[src/rtl/spi_irq_pkg.sv]
package spi_irq_pkg;

    localparam int unsigned NUM_SRC    = 7;
    localparam int unsigned ADDR_W     = 8;
    localparam int unsigned DATA_W     = 32;
    localparam int unsigned GIE_BIT    = 31;
    localparam int unsigned RST_CYCLES = 16;

    localparam logic [ADDR_W-1:0] OFF_GIE    = 8'h1C;
    localparam logic [ADDR_W-1:0] OFF_STATUS = 8'h20;
    localparam logic [ADDR_W-1:0] OFF_ENABLE = 8'h28;
    localparam logic [ADDR_W-1:0] OFF_SRST   = 8'h40;

    localparam logic [DATA_W-1:0] SRST_KEY = 32'h0000_000A;

    // Status / enable bit positions (order is seen by software)
    typedef enum int unsigned {
        SRC_MODE_FAULT   = 0,
        SRC_SLAVE_FAULT  = 1,
        SRC_TX_EMPTY     = 2,
        SRC_TX_UNDERRUN  = 3,
        SRC_RX_FULL      = 4,
        SRC_RX_OVERRUN   = 5,
        SRC_TX_HALF      = 6
    } irq_src_e;

endpackage

[src/rtl/irq_status_bank.sv]
module irq_status_bank #(
    parameter int unsigned N = 7
) (
    input  logic         clk,
    input  logic         rst_n,
    input  logic [N-1:0] evt_i,
    input  logic         ack_wr_i,
    input  logic [N-1:0] ack_mask_i,
    input  logic         flush_i,
    output logic [N-1:0] status_o
);

    typedef struct packed {
        logic [N-1:0] bits;
    } bank_t;

    bank_t bank_d, bank_q;

    // One sticky cell per source: flush > set > acknowledge
    for (genvar k = 0; k < N; k++) begin : g_cell
        always_comb begin
            bank_d.bits[k] = bank_q.bits[k];
            if (flush_i) begin
                bank_d.bits[k] = 1'b0;
            end else if (evt_i[k]) begin
                bank_d.bits[k] = 1'b1;
            end else if (ack_wr_i && ack_mask_i[k]) begin
                bank_d.bits[k] = 1'b0;
            end
        end

        // a pulse outside a flush leaves its bit set
        a_r2_event_sets: assert property (@(posedge clk) disable iff (!rst_n)
            (evt_i[k] && !flush_i) |=> status_o[k]);

        // acknowledge without a competing event clears the bit
        a_r3_ack_clears: assert property (@(posedge clk) disable iff (!rst_n)
            (ack_wr_i && ack_mask_i[k] && !evt_i[k]) |=> !status_o[k]);

        // a bit not acknowledged, not flushed and not hit holds
        a_r3_hold: assert property (@(posedge clk) disable iff (!rst_n)
            (!flush_i && !evt_i[k] && !(ack_wr_i && ack_mask_i[k])) |=>
            (status_o[k] == $past(status_o[k])));
    end

    always_ff @(posedge clk or negedge rst_n) begin
        if (!rst_n) begin
            bank_q <= '0;
        end else begin
            bank_q <= bank_d;
        end
    end

    assign status_o = bank_q.bits;

endmodule

[src/rtl/irq_enable_regs.sv]
module irq_enable_regs #(
    parameter int unsigned N       = 7,
    parameter int unsigned DATA_W  = 32,
    parameter int unsigned GIE_BIT = 31
) (
    input  logic              clk,
    input  logic              rst_n,
    input  logic [DATA_W-1:0] wdata_i,
    input  logic              mask_wr_i,
    input  logic              gie_wr_i,
    input  logic              flush_i,
    output logic [N-1:0]      mask_o,
    output logic              gie_o
);

    typedef struct packed {
        logic [N-1:0] mask;
        logic         gie;
    } en_t;

    en_t en_d, en_q;

    always_comb begin
        en_d = en_q;
        if (flush_i) begin
            en_d.mask = '0;
        end else if (mask_wr_i) begin
            en_d.mask = wdata_i[N-1:0];
        end
        if (gie_wr_i) begin
            en_d.gie = wdata_i[GIE_BIT];
        end
    end

    always_ff @(posedge clk or negedge rst_n) begin
        if (!rst_n) begin
            en_q <= '0;
        end else begin
            en_q <= en_d;
        end
    end

    assign mask_o = en_q.mask;
    assign gie_o  = en_q.gie;

    // a flush empties the mask
    a_r10_flush_mask: assert property (@(posedge clk) disable iff (!rst_n)
        flush_i |=> (mask_o == '0));

    // global enable only moves on its own write
    a_r10_gie_kept: assert property (@(posedge clk) disable iff (!rst_n)
        !gie_wr_i |=> $stable(gie_o));

endmodule

[src/rtl/soft_reset_gen.sv]
module soft_reset_gen #(
    parameter int unsigned           DATA_W = 32,
    parameter logic [DATA_W-1:0]     KEY    = 32'h0000_000A,
    parameter int unsigned           CYCLES = 16
) (
    input  logic              clk,
    input  logic              rst_n,
    input  logic              wr_i,
    input  logic [DATA_W-1:0] wdata_i,
    output logic              flush_o,
    output logic              core_rst_o
);

    localparam int unsigned CNT_W = (CYCLES > 1) ? $clog2(CYCLES) : 1;

    typedef struct packed {
        logic             active;
        logic [CNT_W-1:0] cnt;
    } srst_t;

    srst_t sr_d, sr_q;
    logic  key_accept;

    // A key hit while the window runs is dropped
    assign key_accept = wr_i && (wdata_i == KEY) && !sr_q.active;

    always_comb begin
        sr_d = sr_q;
        if (sr_q.active) begin
            if (sr_q.cnt == '0) begin
                sr_d.active = 1'b0;
            end else begin
                sr_d.cnt = sr_q.cnt - 1'b1;
            end
        end else if (key_accept) begin
            sr_d.active = 1'b1;
            sr_d.cnt    = CNT_W'(CYCLES - 1);
        end
    end

    always_ff @(posedge clk or negedge rst_n) begin
        if (!rst_n) begin
            sr_q <= '0;
        end else begin
            sr_q <= sr_d;
        end
    end

    assign core_rst_o = sr_q.active;
    assign flush_o    = key_accept || sr_q.active;

    // Window length checker: counts high cycles of the reset output
    logic [CNT_W:0] run_len_q;
    always_ff @(posedge clk or negedge rst_n) begin
        if (!rst_n) begin
            run_len_q <= '0;
        end else if (core_rst_o) begin
            run_len_q <= run_len_q + 1'b1;
        end else begin
            run_len_q <= '0;
        end
    end

    // key accepted -> reset output high next cycle
    a_r8_key_starts: assert property (@(posedge clk) disable iff (!rst_n)
        (wr_i && (wdata_i == KEY) && !core_rst_o) |=> core_rst_o);

    // the window lasts exactly CYCLES cycles
    a_r8_window_len: assert property (@(posedge clk) disable iff (!rst_n)
        $fell(core_rst_o) |-> (run_len_q == (CNT_W+1)'(CYCLES)));

    // a non-key value never starts a window
    a_r9_bad_key: assert property (@(posedge clk) disable iff (!rst_n)
        (!core_rst_o && !(wr_i && (wdata_i == KEY))) |=> !core_rst_o);

endmodule

[src/rtl/spi_irq_frontend.sv]
module spi_irq_frontend
    import spi_irq_pkg::*;
#(
    parameter int unsigned N_SRC = NUM_SRC,
    parameter int unsigned AW    = ADDR_W,
    parameter int unsigned DW    = DATA_W
) (
    input  logic          clk,
    input  logic          rst_n,
    input  logic          bus_wr_i,
    input  logic [AW-1:0] bus_addr_i,
    input  logic [DW-1:0] bus_wdata_i,
    output logic [DW-1:0] bus_rdata_o,
    input  logic [N_SRC-1:0] evt_i,
    output logic          irq_o,
    output logic          core_rst_o
);

    logic             wr_gie, wr_status, wr_mask, wr_srst;
    logic             flush;
    logic [N_SRC-1:0] status;
    logic [N_SRC-1:0] mask;
    logic             gie;

    // Write decode
    always_comb begin
        wr_gie    = bus_wr_i && (bus_addr_i == AW'(OFF_GIE));
        wr_status = bus_wr_i && (bus_addr_i == AW'(OFF_STATUS));
        wr_mask   = bus_wr_i && (bus_addr_i == AW'(OFF_ENABLE));
        wr_srst   = bus_wr_i && (bus_addr_i == AW'(OFF_SRST));
    end

    soft_reset_gen #(
        .DATA_W (DW),
        .KEY    (DW'(SRST_KEY)),
        .CYCLES (RST_CYCLES)
    ) u_srst (
        .clk        (clk),
        .rst_n      (rst_n),
        .wr_i       (wr_srst),
        .wdata_i    (bus_wdata_i),
        .flush_o    (flush),
        .core_rst_o (core_rst_o)
    );

    irq_status_bank #(
        .N (N_SRC)
    ) u_status (
        .clk        (clk),
        .rst_n      (rst_n),
        .evt_i      (evt_i),
        .ack_wr_i   (wr_status),
        .ack_mask_i (bus_wdata_i[N_SRC-1:0]),
        .flush_i    (flush),
        .status_o   (status)
    );

    irq_enable_regs #(
        .N       (N_SRC),
        .DATA_W  (DW),
        .GIE_BIT (GIE_BIT)
    ) u_enable (
        .clk       (clk),
        .rst_n     (rst_n),
        .wdata_i   (bus_wdata_i),
        .mask_wr_i (wr_mask),
        .gie_wr_i  (wr_gie),
        .flush_i   (flush),
        .mask_o    (mask),
        .gie_o     (gie)
    );

    // Read mux
    always_comb begin
        bus_rdata_o = '0;
        case (bus_addr_i)
            AW'(OFF_GIE):    bus_rdata_o[GIE_BIT]   = gie;
            AW'(OFF_STATUS): bus_rdata_o[N_SRC-1:0] = status;
            AW'(OFF_ENABLE): bus_rdata_o[N_SRC-1:0] = mask;
            default:         bus_rdata_o            = '0;
        endcase
    end

    assign irq_o = gie && (|(status & mask));

    // no interrupt without the global enable
    a_r7_gated: assert property (@(posedge clk) disable iff (!rst_n)
        !gie |-> !irq_o);

    // no interrupt while nothing is both pending and enabled
    a_r7_needs_source: assert property (@(posedge clk) disable iff (!rst_n)
        ((status & mask) == '0) |-> !irq_o);

    // throughout the soft-reset window status and mask stay empty
    a_r10_window_clear: assert property (@(posedge clk) disable iff (!rst_n)
        core_rst_o |-> ((status == '0) && (mask == '0)));

endmodule

[config.mk]
export PLATFORM = sky130hd
export DESIGN_NAME = spi_irq_frontend
export DESIGN_NICKNAME = d
export VERILOG_FILES = /design/src/rtl/spi_irq_pkg.sv /design/src/rtl/irq_status_bank.sv /design/src/rtl/irq_enable_regs.sv /design/src/rtl/soft_reset_gen.sv /design/src/rtl/spi_irq_frontend.sv
export SDC_FILE = /design/constraint.sdc
export NUM_CORES = 1
export LEC_CHECK = 0
export ABC_AREA = 0
export BUFFER_PORTS_ARGS = -buffer_cell sky130_fd_sc_hd__buf_2
export CAP_MARGIN = 15
export CORE_UTILIZATION = 40
export CTS_CLUSTER_SIZE = 10
export DETAILED_ROUTE_END_ITERATION = 10
export GPL_ROUTABILITY_DRIVEN = 0
export PLACE_DENSITY = 0.76
export SLEW_MARGIN = 20
export SYNTH_ARGS = -nofsm -noshare
export SYNTH_HDL_FRONTEND = slang
export SYNTH_HIERARCHICAL = 1
export SYNTH_SLANG_ARGS = --single-unit
[constraint.sdc]
create_clock -name clk -period 2.1 [get_ports clk]
set_input_delay 0.105 -clock clk [delete_from_list [all_inputs] [get_ports clk]]
set_output_delay 0.105 -clock clk [all_outputs]
set_load 0.01 [all_outputs]
# Word level (Yosys, flattened, before mapping)

Index checks and enable logic that the tools add are counted.

Bits in registers: 20
Input bits: 50
Output and inout bits: 34
Word-level logic and storage cells: 76

Add/subtract/negate cells: 1
Equal/unequal tests: 6
Mux-type cells: 29
Bitwise operators: 1
Reduce and logical (&&, ||, !) cells: 28

Operator list:

| operator            | number |
|---|---|
| $eq 32x4->1 const B | 1 |
| $mux 1              | 23 |
| $reduce_bool 3->1   | 7 |
| $eq 8x6->1 const B  | 2 |
| $logic_and 1x1->1   | 14 |
| $mux 7              | 2 |
| $pmux 7 s2          | 1 |
| $mux 5              | 2 |
| $eq 8x5->1 const B  | 1 |
| $eq 8x7->1 const B  | 1 |
| $and 7x7->7         | 1 |
| $reduce_or 7->1     | 1 |
| $logic_not 4->1     | 1 |
| $mux 4              | 1 |
| $reduce_bool 2->1   | 2 |
| $sub 4x1->4 const B | 1 |
| $ne 2x2->1 const B  | 1 |
| $reduce_and 2->1    | 1 |
| $logic_not 1->1     | 1 |
| $logic_or 1x1->1    | 1 |

# Logic depth before layout (Yosys ltp)

Gate-level depths: netlist of the first run.

Depth in word-level cells: 6
Gate-level depth with buffers: 6
Depth with buffers taken out: 6

# Hierarchy

The synthesis of the first run kept the hierarchy.

By module, submodules not included:

| module           | times used | cells an instance | area each (sq um) | seq. area each (sq um) |
|---|---|---|---|---|
| spi_irq_frontend | 1          | 58                | 478.0             | 0.0 |
| soft_reset_gen   | 1          | 38                | 367.9             | 125.1 |
| irq_enable_regs  | 1          | 24                | 319.1             | 200.2 |
| irq_status_bank  | 1          | 28                | 295.3             | 175.2 |

# Worst setup path before layout of the first run

OpenSTA, ideal clock, no wires.

Path type: input-to-reg
Start: input bus_addr_i[1]
End: register u_enable.en_q (netlist bit u_enable/mask_o[0])
Setup time: 0.169 ns
Data arrival time: 2.093 ns
Data required time: 1.931 ns
Setup slack: -0.161 ns
Stages: 6
Path buffers: 0
Cells stage by stage: or3_4 -> nor4bb_1 -> nor4b_1 -> nand3_1 -> o31ai_1 -> nor2_1

Cells in the longest elaborated chain, start to end: 6
Elaborated cells between the ends (all ways): 9
Classes of those cells: eq/ne: 2; mux: 1; reduce/logical: 6

Ends and longest elaborated chain:

| element                                     | line                   | text |
|---|---|---|
| start: declaration                          | spi_irq_frontend.sv:11 | `input logic [AW-1:0] bus_addr_i,` |
| $eq 8x7->1 (*)                              | spi_irq_frontend.sv:30 | `wr_srst = bus_wr_i && (bus_addr_i == AW'(OFF_SRST));` |
| $logic_and 1x1->1 (*)                       | spi_irq_frontend.sv:30 |  |
| via wr_srst                                 | spi_irq_frontend.sv:19 | `logic wr_gie, wr_status, wr_mask, wr_srst;` |
| $logic_and 1x1->1 (*) (2 in series)         | soft_reset_gen.sv:25   | `assign key_accept = wr_i && (wdata_i == KEY) && !sr_q.active;` |
| $logic_or 1x1->1 (*)                        | soft_reset_gen.sv:50   | `assign flush_o = key_accept \|\| sr_q.active;` |
| via flush                                   | spi_irq_frontend.sv:20 | `logic flush;` |
| $mux 7 or $reduce_bool 2->1 (tied branches) | --                     |  |
| end signal: assignment                      | irq_enable_regs.sv:39  | `en_q <= en_d;` |
| end: declaration                            | irq_enable_regs.sv:21  | `en_t en_d, en_q;` |

Mark *: on every way through the listed nets, which the timed path passes. The rest lies on a longest branch.
A chain may end at the register's enable or synchronous reset.

# Final worst setup path of the first run

Start: input bus_wdata_i[1]
End: register u_srst/sr_q[1] (netlist bit)

Cells in the longest elaborated chain, start to end: 5

Ends and longest elaborated chain:

| element                         | line                   | text |
|---|---|---|
| start: declaration              | spi_irq_frontend.sv:12 | `input logic [DW-1:0] bus_wdata_i,` |
| $eq 32x4->1                     | soft_reset_gen.sv:25   |  |
| $logic_and 1x1->1 (2 in series) | soft_reset_gen.sv:25   |  |
| $reduce_bool 2->1 (no line)     | --                     |  |
| $reduce_and 2->1 (no line)      | --                     |  |
| end signal: assignment          | soft_reset_gen.sv:45   | `sr_q <= sr_d;` |
| end: declaration                | soft_reset_gen.sv:21   | `srst_t sr_d, sr_q;` |

Every way passes these cells.

==> impl_results.md, run 1 <==
- Clock Path Buffers: 2
- Num CTS Buffers: 3
- Initial Util: 42.7%
- Post-route setup TNS: 0 ns
- CP cell instances: dlygate4sd3_1, buf_2, nor4b_2, nand4_1, or4_4, o211ai_2
- CORE AREA: between 3000 and 4000 sq um
- Largest net degree at the start of global routing: 21
- Final nets: around 270
- Top cells by area, synth: dfrtp_1, buf_4, mux2i_1
- Comb power frac: 17.5%
- Post-CTS Resized: 0
- Worst setup SP type: input port
- CP max-delay cell: or4_4
- Hold Fails Final Rpt: 0
- Status: finished clean
- Switching power: between 0.2 and 0.25 mW
- Total gr overflow: 0
- Site Rows: 21
- Avg Inst Size Synth: 9.87 sq um
- Number of synthesized register bits: 20
- Fin crit share: 77.1%
- Setup-failing EPs final: 0
- Top-area cell type share of the netlist area: roughly 34%
- Final HPWL DP: ~2600 microns
- Count of input and output buffers: around 60
- Clock share of power: around 30%
- Cell taking the most area after synthesis: dfrtp_1
- Leakage: 0.891 nW
- Crit path largest cell delay: a little over 0.6 ns
- Top Usage Layer GRT: met2
- Internal power: 0.554 mW
- CTS tree: done
- RSZ-0062 raised after global routing: no
- Utilization after layout: 52.3%
- Die Span Y: approximately 62 microns
- Grt met3 use: 3.10%
- Synth Cell Area: 1460 sq um
- Antenna violations before repair: 0
- Maximum resistive drop on vdd: 0.225 mV
- CP arrival: 1.86 ns
- Gate count after technology mapping: 148
- DR WL/cell: 12.8 microns
- WS Path Type: input port to flop
- I/O Pins: 84
- Sw Ratio: 26.9%
- Vias in the first global route: 1164
- Netlist cell types: 35
- Postcts setup bufs: 0
- Hold WC Path Type: input port to flop
- Post-Route Skew: a little over 0.001 ns
- Fmax: 617 MHz
- Crit path required time: 2.34 ns
- Fill cell count: approximately 340
- Footprint of the multi-input gates: 787 sq um
- Clk slew on worst S/H paths: 0.11 ns
- Vias: 1273
- Final non-filler cell total: 260
- CTS sink count: 20
- H-tree Lvls: 1
- Worst Path Max Fanout: 5
- TritonRoute pass-1 iters: 4
- Remaining antenna violation count: 0
- Die W: 62.4 microns
- Final slew viol count: 0
- Max-Cap Viols: 0
- Met1 Use GR: 22.2%
- Register share of total power: between 50% and 60%
- DRC: 0
- Sequential Area: 500 sq um
- Crit end category: flop
- Routed WL: 3320 microns
- Layout cell share with drive strength beyond 1: between 40% and 50%
- Met2 Use GR: 29.6%
- Via density: 4.90
- Die area: roughly 4000 sq um
- PwrDens: 424 nW/um^2
- All-Layer GR Usage: 17.7%
- Dpl cells: 254
- Clock root buffer: clkbuf_4
- Initial drt markers: 46
- Area Growth Syn to Fin: 22.4%
- Synth Warn #: 6
- Clock latency on the worst-skew pair: 0.31 ns
- Register area share after synthesis: 34.3%
- Diode count: 0
- Fin crit period: about 1.6 ns
- Global-route wire length before repair: 5380 microns
## power by group through the flow
| stage | Clock, mW | Sequential, mW | Combinational, mW |
|---|---|---|---|
| global route | 0.259 | 0.396 | 0.148 |
| global placement | 0 | 0.402 | 0.128 |
| CTS | 0.239 | 0.395 | 0.132 |
| detailed placement | 0 | 0.402 | 0.130 |
| finish | 0.230 | 0.395 | 0.133 |
| floorplan | 0 | 0.401 | 0.0943 |
## Yosys cell counts
cell type and number:
a311oi_1 6, or4b_1 1, nand4b_1 1, nand4_1 1, nor2_1 15, buf_6 3
buf_2 1, dfrtp_1 20, o211ai_2 1, nand2_2 1, o31ai_1 1, mux2_2 1
nor4_2 3, or4_4 1, nor3_2 8, xnor2_1 1, buf_4 24, a311oi_2 1
nor4b_2 2, nor3_1 2, a222oi_1 1, nand3_1 3, conb_1 1, nand2_1 7
or3b_1 1, nor4b_1 2, a22oi_1 2, a31oi_1 1, nor4_1 4, nor4bb_1 1
xor2_1 2, or3_4 1, ha_1 2, inv_1 12, mux2i_1 14
## flip-flops by register name, indices dropped and copies added, names as in the netlist
signal,count
u_enable/gie_o,1
u_srst/core_rst_o,1
u_srst/sr_q,4
u_status/status_o,7
u_enable/mask_o,7
## layout make-up
type	count	share of cell area, %
multi-input cells	111	44.0
flip-flops and latches	20	28.0
repair buffers	67	20.2
well taps	46	3.22
inverters	12	2.52
clock buffers	4	2.03
## worst max-delay path: cells and delay by family
family / cells / cell delay (ns)
simple gates: 3 / 1.03
compound gates: 1 / 0.09
buf+inv: 2 / 0.64
## path summary, 6_finish.rpt
kind / from / end / slack, ns / depth (start not counted)
min in group asynchronous: rst_n / u_srst/sr_q[0] / 0.27 / 2
worst max register to register: u_srst/sr_q[0] / u_srst/sr_q[0] / 0.57 / 6
worst max-delay path: bus_wdata_i[1] / u_srst/sr_q[1] / 0.48 / 6
max in group asynchronous: rst_n / u_enable/mask_o[3] / 1.51 / 2
worst min-delay path: bus_wdata_i[6] / u_status/status_o[6] / 0.02 / 2
worst min register to register: u_enable/gie_o / u_enable/gie_o / 0.52 / 1
## routing by layer
| metal | vias to the layer above | routed length (microns) |
|---|---|---|
| met4 | 0 | 27 |
| met1 | 603 | 1460 |
| met3 | 2 | 197 |
| li1 | 616 | - |
| met5 | - | 0 |
| met2 | 52 | 1630 |
## through the flow
| step | instance area, sq um | hold slack (ns) | power [mW] | worst slack (ns) |
|---|---|---|---|---|
| 3_5_place_dp | 1730 | 0.0764 | 0.532 | 0.161 |
| 2_1_floorplan | 1550 | -0.191 | 0.495 | 0.158 |
| 5_1_grt | 1790 | 0.00309 | 0.803 | 0.298 |
| 3_3_place_gp | 1730 | 0.0754 | 0.530 | 0.212 |
| 4_1_cts | 1780 | 0.000363 | 0.766 | 0.504 |
| 6_report | 1790 | 0.0158 | 0.757 | 0.480 |
## cell families after synthesis
group           synth area share, %
simple gates                   25.4
buf+inv                        18.1
flops                          34.3
other cells                   0.257
mux                            10.4
fa+ha+maj                      1.71
xor+xnor                       1.80
compound gates                 8.14
## cell usage in the layout (no fill, tap or decap), drive strengths merged
| master | instances |
|---|---|
| a222oi | 1 |
| a22oi | 2 |
| a311oi | 7 |
| a31oi | 1 |
| buf | 65 |
| clkbuf | 4 |
| conb | 24 |
| dfrtp | 20 |
| dlygate4sd3 | 2 |
| ha | 2 |
| inv | 12 |
| mux2 | 1 |
| mux2i | 14 |
| nand2 | 8 |
| nand3 | 3 |
| nand4 | 1 |
| nand4b | 1 |
| nor2 | 15 |
| nor3 | 10 |
| nor4 | 7 |
| nor4b | 4 |
| nor4bb | 1 |
| o211ai | 1 |
| o31ai | 1 |
| or3 | 1 |
| or3b | 1 |
| or4 | 1 |
| or4b | 1 |
| xnor2 | 1 |
| xor2 | 2 |
## repair_timing
item / CTS / global route
setup endpoints to repair: 0 / 0
hold buffers: 1 / 1
hold endpoints to repair: 20 / 1
Power figures use the tool's default switching activity.
==> run 2: changes to the inputs <==
--- a/config.mk
+++ b/config.mk
@@ -5,14 +5,14 @@
 export SDC_FILE = /design/constraint.sdc
 export NUM_CORES = 1
 export LEC_CHECK = 0
-export ABC_AREA = 0
+export ABC_AREA = 1
 export BUFFER_PORTS_ARGS = -buffer_cell sky130_fd_sc_hd__buf_2
 export CAP_MARGIN = 15
 export CORE_UTILIZATION = 40
 export CTS_CLUSTER_SIZE = 10
 export DETAILED_ROUTE_END_ITERATION = 10
 export GPL_ROUTABILITY_DRIVEN = 0
-export PLACE_DENSITY = 0.76
+export PLACE_DENSITY = 0.75
 export SLEW_MARGIN = 20
 export SYNTH_ARGS = -nofsm -noshare
 export SYNTH_HDL_FRONTEND = slang
==> constraint.sdc (replaced) <==
create_clock -name clk -period 1.5 [get_ports clk]
set_input_delay 0.075 -clock clk [delete_from_list [all_inputs] [get_ports clk]]
set_output_delay 0.075 -clock clk [all_outputs]
set_load 0.01 [all_outputs]
==> run 2 against run 1 <==
  * Worst setup slack worse by 0.22 ns
  * Global-route usage down 2.2 points
  * Highest routed layer unchanged
  * Non-clock buffer count down 2
  * Combinational power up 39%
  * Die area up 5.6%
  * Sequential share of layout area down 1.5 points
  * Wire length down 6.4%
  * Critical path depth up 5
  * Count of clock-buffer cells in the layout down 1
  * Utilization down 1.1 points
  * Register-to-register slack worse by 0.29 ns
==> impl_results.md, run 2 <==
- Post-CTS Resized: 0
- Post-Route Skew: 0.00192 ns
- Count leader, synth: nand2_1
- Antenna violations before repair: 0
- Via density: about 4.3
- Site Rows: 22
- All-Layer GR Usage: 15.5%
- WS Path Type: input port to flop
- Layout cell share with drive strength beyond 1: between 20% and 30%
- H-tree Lvls: 1
- Netlist cell types: 24
- TritonRoute pass-1 iters: 5
- Synth Warn #: 6
- Cell taking the most area after synthesis: dfrtp_1
- Crit end category: flop
- Initial Util: a little over two fifths
- Worst path most repeated cell: nand2_1
- Fin crit share: 82.4%
- I/O Pins: 84
- Routed WL: between 3000 and 4000 microns
- Dpl cells: 328
- Remaining antenna violation count: 0
- Pre-CTS setup slack: -0.0171 ns
- CP arrival: 1.38 ns
- Top-area cell type share of the netlist area: 32.4%
- Post-route setup TNS: 0 ns
- Vias in the first global route: approximately 1300
- R2R setup slack: roughly 0.28 ns
- Register-to-Register Path Depth: 8
- Commonest non-fill, non-tap cell in the layout: nand2_1
- Worst setup SP type: input port
- Num CTS Buffers: 3
- Clk slew on worst S/H paths: 0.07 ns
- Final WS setup: ~0.26 ns
- Vias: 1416
- DR WL/cell: 9.32 microns
- Gate count after technology mapping: 220
- CP max-delay cell: nand2_1
- Die Span Y: 64.1 microns
- # hold bufs at CTS: 1
- Max-Cap Viols: 0
- Clock root buffer: clkbuf_8
- Worst Path Max Fanout: 7
- CP Buf/Inv Count: 2
- Crit path required time: 1.65 ns
- Hold Fails Final Rpt: 0
- Status: finished clean
- Die area: 4110 sq um
- CORE AREA: 3690 sq um
- Total gr overflow: 0
- Register area share after synthesis: 32.4%
- Leakage: 1.15 nW
- CTS tree: done
- PwrDens: ~670 nW/um^2
- Most frequent cells in the layout: nand2_1, buf_2, nor2_1, nand3_1, conb_1
- Final non-filler cell total: 333
- Clock Path Buffers: 2
- Final slew viol count: 0
- RSZ-0062 raised after global routing: no
- Initial drt markers: 34
- Diode count: 0
- CP delay by family, top: simple AND/OR/NAND/NOR gates
- CTS sink count: 20
- Avg Inst Size Synth: 7.02 sq um
- Post-synthesis async set-or-reset flop share: 100%
- Synth Flop Type: dfrtp_1
- Number of synthesized flops with an enable pin: 0
- DRC: 0
- Synth Cell Area: 1540 sq um
- Worst path depth: 11
- Global-route wire length before repair: 5220 microns
- Die W: 64.1 microns
- Fmax: 809 MHz
- Most frequent cells after synthesis: nand2_1, nor2_1, buf_4, nand3_1
- Count of input and output buffers: slightly below 60
- Maximum resistive drop on vdd: between 0.3 and 0.4 mV
- Clock latency on the worst-skew pair: 0.25 ns
- Top cells by area, synth: dfrtp_1, nand2_1, buf_4
- Hold WC Path Type: input port to flop
- CP cell instances: buf_2, nor2_1, nand2_1, nor3_1, nand3b_1, nor2_1, nand2_1, nand2_1, inv_2, nand3_1, nand2_1
- Final nets: 338
- Setup-failing EPs final: 0
- Fin crit period: approximately 1.2 ns
- Area Growth Syn to Fin: 22.4%
- Worst Hold Depth: 3
- Number of synthesized register bits: 20
- Largest net degree at the start of global routing: 21
- Crit path largest cell delay: 0.26 ns
- Final HPWL DP: between 2000 and 3000 microns
- Postcts setup bufs: 0
[run 2: cell types whose count changed after synthesis, sizes merged, moves of 8 or more]
cell,previous run,this run
mux2i,14,0
nand2,8,73
nand3,3,25
nor2,15,33
a21oi,0,8
inv,12,21
nor3,10,2
[run 2: per-stage QoR]
step                hold slack, ns  area [sq um]  utilization (%)  total power, mW
floorplan                   -0.221          1630                -            0.701
global placement            0.0428          1810             49.1            0.745
detailed placement          0.0522          1810             49.1            0.748
CTS                         0.0356          1890             51.3             1.28
global route                0.0467          1890             51.3             1.33
finish                      0.0363          1890             51.3             1.27
[run 2: power by group]
group | internal, mW | switching, mW
clock | 0.356 | 0.175
sequential | 0.547 | 0.00588
combinational | 0.0759 | 0.109
[run 2: cell type report]
type	count	area (sq um)
Clock inverter	1	30.0
Inverter	21	78.8
Clock buffer	3	41.3
Multi-Input combinational cell	175	825
Sequential cell	20	500
Fill cell	416	1800
Tap cell	48	60.1
Timing Repair Buffer	65	355
[run 2: cell families (layout without fill, tap and decap cells)]
group / after synthesis / in the layout / synth area share (%)
other: 1 / 24 / 0.243
AO/OA/AOI/OAI: 9 / 9 / 3.16
flip-flops: 20 / 20 / 32.4
XOR/XNOR: 2 / 2 / 1.13
AND/OR/NAND/NOR: 138 / 138 / 41.7
buffers and inverters: 48 / 90 / 19.8
adder cells (fa/ha/maj): 2 / 2 / 1.62
[run 2: per-layer routing]
| layer | vias up | global-route usage, % | part of all wire [%] |
|---|---|---|---|
| li1 | 760 | - | - |
| met1 | 626 | 18.7 | 45 |
| met2 | 28 | 29.5 | 51 |
| met3 | 2 | 1.61 | 3.8 |
| met4 | 0 | 3.06 | 0.52 |
| met5 | - | 0 | 0 |
[run 2: worst reg2reg max path, delay by kind of cell (launching register included)]
kind,cells,cell delay [ns]
and+or+nand+nor,6,0.47
adders and majority gates,1,0.21
DFF,1,0.36
buffers and inverters,1,0.08
[run 2: worst paths after layout]
path / start / end
min in group asynchronous: rst_n / u_status/status_o[5]
worst max register to register: u_srst/sr_q[0] / u_srst/sr_q[3]
worst max-delay path: bus_addr_i[5] / u_enable/mask_o[6]
worst min register to register: u_enable/mask_o[3] / u_enable/mask_o[3]
worst min-delay path: bus_wdata_i[31] / u_enable/gie_o
max in group asynchronous: rst_n / u_enable/mask_o[1]
==> run 3: changes to the inputs <==
==> constraint.sdc (replaced) <==
create_clock -name clk -period 1.2 [get_ports clk]
set_input_delay 0.06 -clock clk [delete_from_list [all_inputs] [get_ports clk]]
set_output_delay 0.06 -clock clk [all_outputs]
set_load 0.01 [all_outputs]
==> run 3 against run 2 <==
  * Critical path depth fell by 5
  * Sequential share of layout area fell by 1.5 points
  * Via count rose by 4.1%
  * Register-to-register slack got worse by 0.24 ns
  * Die area did not move
  * Critical path type is now flop to flop
  * Largest power group unchanged
==> impl_results.md, run 3 (synthesized netlist as in run 2, its figures left out) <==
- Status: finished clean
- Initial Util: 41.9%
- Final nets: 348
- CP Buf/Inv Count: 2
- Area Growth Syn to Fin: 29.9%
- Fill cell count: a little under 400
- Crit end category: flop
- Hold Path End: u_enable/gie_o
- CP delay by family, top: flip-flops
- Site Rows: 22
- Register share of total power: between 40 and 50%
- Initial drt markers: 68
- Die area: around 4000 sq um
- Sw Ratio: a little under a quarter
- Highest metal used: met4
- All-Layer GR Usage: 16.7%
- Antenna violations before repair: 0
- WL met3: approximately 150 microns
- Most frequent cells in the layout: nand2_1, buf_2, nor2_1, conb_1, nand3_1
- Wire length on met2: between 1500 and 2000 microns
- Commonest non-fill, non-tap cell in the layout: nand2_1
- Crit path required time: 1.35 ns
- R2R setup slack: 0.04 ns
- Clk slew on worst S/H paths: around 0.070 ns
- Hold WC Path Type: input port to flop
- CP arrival: 1.31 ns
- Fin crit period: 1.16 ns
- Vias: 1474
- Global-route wire length before repair: 5490 microns
- CTS tree: done
- Met1 wire length: 1320 microns
- Leakage: 1.21 nW
- Internal power: roughly 1.2 mW
- PwrDens: 796 nW/um^2
- Worst Path Max Fanout: 2
- Remaining antenna violation count: 0
- Die W: roughly 64 microns
- Worst Hold Depth: 3
- Dpl cells: 337
- Largest net degree at the start of global routing: 21
- Hold Fails Final Rpt: 0
- Routed WL: 3250 microns
- Crit path largest cell delay: 0.40 ns
- Setup-failing EPs final: 0
- Register-to-Register Path Depth: 6
- Clock latency on the worst-skew pair: 0.25 ns
- CTS sink count: 20
- Clock root buffer: clkbuf_8
- Layout cell share with drive strength beyond 1: 34.6%
- Vias in the first global route: between 1000 and 1500
- Die Span Y: 64.1 microns
- CORE AREA: between 3000 and 4000 sq um
- Total gr overflow: 0
- CP max-delay cell: dfrtp_1
- FF-to-FF Start: u_srst/sr_q[0]
- Final non-filler cell total: 343
- Post-Route Skew: ~0.0018 ns
- Maximum resistive drop on vdd: approximately 0.60 mV
- Switching power: approximately 0.36 mW
- RSZ-0062 raised after global routing: yes
- Fin crit share: 97.1%
- Utilization after layout: 54.4%
- I/O Pins: 84
- Diode count: 0
- H-tree Lvls: 1
- TritonRoute pass-1 iters: 4
- Clock share of power: 41.6%
- CP cell instances: inv_2, buf_4, ha_2, nand3_2, xor2_1, nand2_1
- DRC: 0
- Worst setup SP type: flop
- Num CTS Buffers: 3
- WS Path Type: flop to flop
- Worst R2R End: u_srst/sr_q[2]
- Final slew viol count: 0
- Clock Path Buffers: 2
- DR WL/cell: about 9.5 microns
- Final HPWL DP: between 2000 and 3000 microns
- Fmax: 858 MHz
- Hold wc startpoint: bus_wdata_i[31]
- Via density: 4.30
- Comb power frac: 15.1%
- Count of input and output buffers: 59
- Max-Cap Viols: 0
run 3: worst max path at each step:
stage	from	end	slack, ns	depth (start not counted)
final	u_srst/sr_q[0]	u_srst/sr_q[2]	0.04	6
after CTS	u_srst/sr_q[1]	u_srst/sr_q[2]	0.02	6
after detailed placement	bus_addr_i[1]	u_enable/mask_o[5]	-0.14	11
after global routing	u_srst/sr_q[0]	u_srst/sr_q[2]	-0.05	6
after global placement	bus_addr_i[1]	u_enable/mask_o[1]	-0.09	11
after floorplan	bus_addr_i[2]	u_enable/mask_o[4]	0.03	10
run 3: timing repair:
action,4_1_cts,5_1_grt
setup buffers,0,1
endpoints found under the setup margin,1,9
resized for setup,3,7
hold endpoints to repair,20,0
pin swaps,2,3
hold buffers,1,0
run 3: power groups by stage:
stage	registers (mW)	clock network (mW)	logic, mW
final	0.691	0.664	0.241
after global routing	0.692	0.698	0.275
after CTS	0.691	0.676	0.242
after detailed placement	0.704	0	0.239
after global placement	0.704	0	0.235
after floorplan	0.703	0	0.174
run 3: stage by stage:
stage	TNS (ns)	hold slack, ns	cell area, sq um	total power, mW	setup WS, ns
after global placement	-1.21	0.0242	1880	0.939	-0.0945
after CTS	0	0.0238	1970	1.61	0.0165
after detailed placement	-1.62	0.0250	1880	0.943	-0.137
after floorplan	0	-0.236	1640	0.877	0.0304
after global routing	-0.119	0.0327	2010	1.66	-0.0463
final	0	0.0277	2010	1.60	0.0351
run 3: layer usage:
layer	GRT usage [%]	up-vias
met5	0	-
met4	4.17	0
met3	2.50	2
met2	31.8	46
met1	19.2	639
li1	-	787
run 3: worst min-delay path, cell delays in order:
cell,delay (ns)
buf_2,0.09
nand2_1,0.04
o21ai_0,0.06
run 3: final cells by class:
type	count	area, sq um	share of cell area [%]
flip-flops and latches	20	500	25.0
clock inverters	1	30.0	1.50
inverters	21	78.8	3.93
repair buffers	75	418	20.8
clock buffers	3	41.3	2.06
well taps	48	60.1	2.99
multi-input cells	175	877	43.7
